--- config.mk ---
export PLATFORM = sky130hd
export DESIGN_NAME = pll_feed_regs
export DESIGN_NICKNAME = d
export VERILOG_FILES = /design/src/rtl/pllfc_pkg.sv /design/src/rtl/pllfc_feed_seq.sv /design/src/rtl/pllfc_pend_regs.sv /design/src/rtl/pllfc_live_regs.sv /design/src/rtl/pll_feed_regs.sv
export SDC_FILE = /design/constraint.sdc
export NUM_CORES = 1
export LEC_CHECK = 0
export BUFFER_PORTS_ARGS = -buffer_cell sky130_fd_sc_hd__buf_2
export CAP_MARGIN = 20
export CORE_ASPECT_RATIO = 1.5
export CORE_MARGIN = 10
export CORE_UTILIZATION = 38
export DETAILED_ROUTE_END_ITERATION = 6
export PLACE_DENSITY = 0.8
export SYNTH_ARGS = -nofsm -noshare
export SYNTH_HDL_FRONTEND = slang
export SYNTH_SLANG_ARGS = --single-unit
--- constraint.sdc ---
create_clock -name clk -period 1.55 [get_ports clk]
set_clock_uncertainty 0.05 [all_clocks]
set_input_delay 0.0775 -clock clk [delete_from_list [all_inputs] [get_ports clk]]
set_output_delay 0.0775 -clock clk [all_outputs]
set_load 0.01 [all_outputs]
--- src/rtl/pllfc_pkg.sv ---
package pllfc_pkg;

    localparam int M_W = 5;
    localparam int P_W = 2;

    localparam logic [1:0] A_CTRL = 2'd0;
    localparam logic [1:0] A_CFG  = 2'd1;
    localparam logic [1:0] A_STAT = 2'd2;
    localparam logic [1:0] A_FEED = 2'd3;

    typedef enum logic {
        ST_IDLE  = 1'b0,
        ST_ARMED = 1'b1
    } feed_state_e;

    typedef struct packed {
        logic           en;
        logic           conn;
        logic [M_W-1:0] m;
        logic [P_W-1:0] p;
    } pll_set_t;

endpackage

--- src/rtl/pllfc_feed_seq.sv ---
module pllfc_feed_seq #(
    parameter int          DATA_W   = 32,
    parameter logic [7:0]  KEY_ARM  = 8'hAA,
    parameter logic [7:0]  KEY_GO   = 8'h55
) (
    input  logic              clk,
    input  logic              rst_n,
    input  logic              acc_wr,
    input  logic              acc_rd,
    input  logic              acc_feed,
    input  logic [DATA_W-1:0] wdata,
    output logic              commit
);
    import pllfc_pkg::*;

    localparam logic [DATA_W-1:0] ARM_WORD = DATA_W'(KEY_ARM);
    localparam logic [DATA_W-1:0] GO_WORD  = DATA_W'(KEY_GO);

    feed_state_e state_q, state_d;
    logic        any_acc;
    logic        arm_hit;
    logic        go_hit;

    assign any_acc = acc_wr | acc_rd;
    assign arm_hit = acc_wr & acc_feed & (wdata == ARM_WORD);
    assign go_hit  = acc_wr & acc_feed & (wdata == GO_WORD);

    // state register
    always_ff @(posedge clk or negedge rst_n) begin
        if (!rst_n) begin
            state_q <= ST_IDLE;
        end else begin
            state_q <= state_d;
        end
    end

    // next state
    always_comb begin
        state_d = state_q;
        unique case (state_q)
            ST_IDLE: begin
                if (arm_hit) begin
                    state_d = ST_ARMED;              // ARM
                end
            end
            ST_ARMED: begin
                if (any_acc) begin
                    state_d = ST_IDLE;               // COMMIT or ABORT
                end                                  // else HOLD
            end
            default: state_d = ST_IDLE;
        endcase
    end

    // outputs
    always_comb begin
        commit = 1'b0;
        unique case (state_q)
            ST_IDLE:  commit = 1'b0;
            ST_ARMED: commit = go_hit;
            default:  commit = 1'b0;
        endcase
    end

endmodule

--- src/rtl/pllfc_pend_regs.sv ---
module pllfc_pend_regs (
    input  logic                 clk,
    input  logic                 rst_n,
    input  logic                 wr_ctrl,
    input  logic                 wr_cfg,
    input  logic [1:0]           ctrl_bits,
    input  logic [pllfc_pkg::M_W+pllfc_pkg::P_W-1:0] cfg_bits,
    output pllfc_pkg::pll_set_t  pend
);
    import pllfc_pkg::*;

    always_ff @(posedge clk or negedge rst_n) begin
        if (!rst_n) begin
            pend <= '0;
        end else begin
            if (wr_ctrl) begin
                pend.en   <= ctrl_bits[0];
                pend.conn <= ctrl_bits[1];
            end
            if (wr_cfg) begin
                pend.m <= cfg_bits[M_W-1:0];
                pend.p <= cfg_bits[M_W+P_W-1:M_W];
            end
        end
    end

endmodule

--- src/rtl/pllfc_live_regs.sv ---
module pllfc_live_regs (
    input  logic                clk,
    input  logic                rst_n,
    input  logic                commit,
    input  pllfc_pkg::pll_set_t pend,
    output pllfc_pkg::pll_set_t live
);
    always_ff @(posedge clk or negedge rst_n) begin
        if (!rst_n) begin
            live <= '0;
        end else if (commit) begin
            live <= pend;
        end
    end

endmodule

--- src/rtl/pll_feed_regs.sv ---
module pll_feed_regs #(
    parameter int         DATA_W  = 32,
    parameter int         ADDR_W  = 2,
    parameter logic [7:0] KEY_ARM = 8'hAA,
    parameter logic [7:0] KEY_GO  = 8'h55
) (
    input  logic                      clk,
    input  logic                      rst_n,
    input  logic                      bus_wr,
    input  logic                      bus_rd,
    input  logic [ADDR_W-1:0]         bus_addr,
    input  logic [DATA_W-1:0]         bus_wdata,
    output logic [DATA_W-1:0]         bus_rdata,
    input  logic                      pll_lock,
    output logic                      pll_en,
    output logic                      pll_conn,
    output logic [pllfc_pkg::M_W-1:0] pll_m,
    output logic [pllfc_pkg::P_W-1:0] pll_p
);
    import pllfc_pkg::*;

    localparam int CFG_W = M_W + P_W;

    pll_set_t pend;
    pll_set_t live;
    logic     commit;
    logic     conn_eff;
    logic     sel_ctrl, sel_cfg, sel_stat, sel_feed;

    assign sel_ctrl = (bus_addr == ADDR_W'(A_CTRL));
    assign sel_cfg  = (bus_addr == ADDR_W'(A_CFG));
    assign sel_stat = (bus_addr == ADDR_W'(A_STAT));
    assign sel_feed = (bus_addr == ADDR_W'(A_FEED));

    pllfc_feed_seq #(
        .DATA_W  (DATA_W),
        .KEY_ARM (KEY_ARM),
        .KEY_GO  (KEY_GO)
    ) u_seq (
        .clk      (clk),
        .rst_n    (rst_n),
        .acc_wr   (bus_wr),
        .acc_rd   (bus_rd),
        .acc_feed (sel_feed),
        .wdata    (bus_wdata),
        .commit   (commit)
    );

    pllfc_pend_regs u_pend (
        .clk       (clk),
        .rst_n     (rst_n),
        .wr_ctrl   (bus_wr & sel_ctrl),
        .wr_cfg    (bus_wr & sel_cfg),
        .ctrl_bits (bus_wdata[1:0]),
        .cfg_bits  (bus_wdata[CFG_W-1:0]),
        .pend      (pend)
    );

    pllfc_live_regs u_live (
        .clk    (clk),
        .rst_n  (rst_n),
        .commit (commit),
        .pend   (pend),
        .live   (live)
    );

    assign conn_eff = live.conn & live.en;
    assign pll_en   = live.en;
    assign pll_conn = conn_eff;
    assign pll_m    = live.m;
    assign pll_p    = live.p;

    always_comb begin
        bus_rdata = '0;
        if (bus_rd) begin
            if (sel_ctrl) begin
                bus_rdata[1:0] = {pend.conn, pend.en};
            end else if (sel_cfg) begin
                bus_rdata[CFG_W-1:0] = {pend.p, pend.m};
            end else if (sel_stat) begin
                bus_rdata[CFG_W-1:0] = {live.p, live.m};
                bus_rdata[8]         = live.en;
                bus_rdata[9]         = conn_eff;
                bus_rdata[10]        = pll_lock;
            end
        end
    end

endmodule

==> flow_metrics.tcl <==
set metrics [dict create \
    finalNonFillerCells 212 \
    clockBufferDepth 2 \
    grt_usage_pct 10.9 \
    die_h_um 89.9 \
    critPathMaxStageDelay_ns 0.36 \
    critPathLaunchType "flop" \
    p_per_area_nw_per_um2 720 \
    fin_ws_ns -0.0118 \
    timing.hold.ws_ns 0.0319 \
    drtPass1Iterations 4 \
    wl_per_cell_um 15.3 \
    worst_ir_drop_vdd_mv 0.433 \
    clock_sink_count 19 \
    cp.required_ns 1.64 \
    yosysSeqAreaShare_pct 38.4 \
    final_layout_size_suffix_gt1_share_pct 51.2 \
    dieArea_um2 5990 \
    slew_viol_final 0 \
    path_cells "nor4bb_4 > nand4_1 > nor3_4 > buf_12 > mux2_2" \
    fp.dieW_um 66.6 \
    fmax_mhz 640 \
    placed_cells 207 \
    grt_max_degree 20 \
    tns_ns -0.0402 \
    cts_buffers 3 \
    regArea_um2 475 \
    violations "setup timing" \
    setup_viol 4 \
    yosysWarningCount 0 \
    multi_input_area_um2 643 \
    status "finished, violations left" \
    cts_setup_buffers 0 \
    layout.nets 212 \
    ys_ff_latch 19 \
    synth-edff-count 0 \
    combPwrFrac_pct 19.4 \
    power.internal_w 0.000835 \
    hold_violations 0 \
    rsz0062_at_grt "yes" \
    vias_per_cell 4.69 \
    clkLatencyLatePin_ns 0.25 \
    avgSynthCellArea_um2 10.8 \
    crit_path_top_delay_cell "dfrtp_1" \
    worstHoldPathType "in -> reg" \
    maxCapViolations 0 \
    dpl.hpwl_um 2840 \
    syn-cell-area_um2 1240 \
    worstPathArrival_ns 1.65 \
    ant_nets 0 \
    cts-root-buf "clkbuf_8" \
    cts.htree.levels 1 \
    worstSetupPathType "reg -> reg" \
    syn_inst 115 \
    gp_congestion 0.740 \
    critical_path_buf_inv_count 1 \
    seqPwrFrac_pct 51.0 \
    switching_share_pct 26.0 \
    drt_iter0_markers 22 \
    ys.flop_type "dfrtp_1" \
    cts_tree "built" \
    core_um2 3160 \
    crit_cells 5 \
    layout-area-overhead-vs-synth_pct 26.5 \
    crit_fanout 9 \
    total_power_w 0.00113 \
    async_reset_ff_share_pct 100 \
    synthDistinctLibCells 26 \
    grt_first_pass_wirelength_um 5330 \
    cp-end-kind "flop" \
    path_clk_slew_ns 0.07 \
    grt_pass1_vias 1160 \
    critical_path.top_delay_family "simple AND/OR/NAND/NOR gates" \
    num_antenna_cells 0 \
    dr_total_vias 994 \
    min_period_over_period_pct 101 \
    min_path_cells 2 \
    leakage_nw 0.835 \
    drc 0 \
    clockPowerShare_pct 29.6 \
    routed_wirelength_um 3240 \
    fillCellCount 298 \
    r2r_cells 5 \
    grt-ovfl-total 0 \
    num_io_pins 80 \
    p_sw_w 0.000293 \
    initial_core_util_pct 39.2 \
    period_minus_slack_ns 1.56 \
    rows 25 \
    antenna_found_initial 0 \
    io_buffers 57 \
]
routing by layer:
metal	wire length, um	part of all wire (%)	GRT usage [%]
met2	1650	51	18.6
met1	1140	35	10.7
met5	0	0	0
met4	47	1.5	6.14
met3	399	12	4.22
cell families (layout without fill, tap and decap cells):
group | Yosys count | after routing | synth area share (%)
AO/OA/AOI/OAI | 8 | 8 | 4.55
buffers and inverters | 32 | 68 | 18.8
flip-flops | 19 | 19 | 38.4
multiplexers | 20 | 20 | 18.0
other | 1 | 22 | 0.303
AND/OR/NAND/NOR | 35 | 35 | 20.0
power by group through the flow:
stage	clock, W	combinational, W	sequential (W)
global placement	0	0.000208	0.000580
finish	0.000334	0.000219	0.000575
floorplan	0	0.000160	0.000571
global route	0.000379	0.000245	0.000580
CTS	0.000345	0.000219	0.000574
detailed placement	0	0.000214	0.000583
synth_stat cells, types with 3 or more instances:
| master | count | area, um2 |
|---|---|---|
| a22oi_1 | 5 | 37.5 |
| and2_1 | 3 | 18.8 |
| and3_1 | 3 | 18.8 |
| buf_4 | 30 | 225 |
| dfrtp_1 | 19 | 475 |
| mux2_2 | 18 | 203 |
| nor2b_1 | 5 | 31.3 |
| nor4_1 | 5 | 31.3 |
final cells by class:
cell class / instances / share of cell area, %
flip-flops and latches: 19 / 30.4
multi-input cells: 85 / 41.1
repair buffers: 64 / 22.5
well taps: 40 / 3.19
clock buffers: 4 / 2.88
registers in the layout (all words and copies together) (netlist names):
register       cells
u_pend.pend        9
u_seq.state_q      1
u_live.live        9
worst reg2reg max path: cells and delay by family, from the launching register on:
kind	cells	cell delay, ns
AND/OR/NAND/NOR	3	0.55
flip-flops	1	0.36
multiplexers	1	0.33
buffers and inverters	1	0.16
path summary, 6_finish.rpt:
kind / start / to / slack (ns)
worst max-delay path: u_seq.state_q / u_live.live[2] / -0.01
max in group asynchronous: rst_n / u_seq.state_q / 0.92
worst min register to register: u_live.live[7] / u_live.live[7] / 0.46
min in group asynchronous: rst_n / u_pend.pend[3] / 0.24
worst max register to register: u_seq.state_q / u_live.live[2] / -0.01
worst min-delay path: bus_wdata[2] / u_pend.pend[4] / 0.03
cells in the final DEF (no fill, tap or decap), drive strengths merged:
master	n
buf	63
dfrtp	19
nor2b	5
nand2	2
dlygate4sd3	1
nand3	1
and2	3
and3	3
nor3	2
and4bb	1
nor4bb	1
nand4bb	1
o21ai	2
a22o	1
nand4	2
mux2i	2
nor4	5
a22oi	5
conb	22
nor4b	1
and2b	2
nand3b	2
nor3b	2
mux2	18
clkbuf	4
nor2	2
per-stage QoR:
step / setup WS (ns) / instance area, um2 / utilization [%]
finish: -0.0118 / 1570 / 49.6
global route: -0.0890 / 1570 / 49.6
CTS: -0.0264 / 1560 / 49.3
detailed placement: -0.128 / 1480 / 46.8
global placement: -0.0768 / 1480 / 46.8
floorplan: -0.0246 / 1320 / -
what timing repair did:
action                     CTS  global route
gates resized for setup      5             2
hold buffers                 1             0
setup endpoints to repair    9             9
pin swaps                    2             1
cloned                       0             0
hold endpoints to repair    19             0
(Power assumes the default switching activity.)
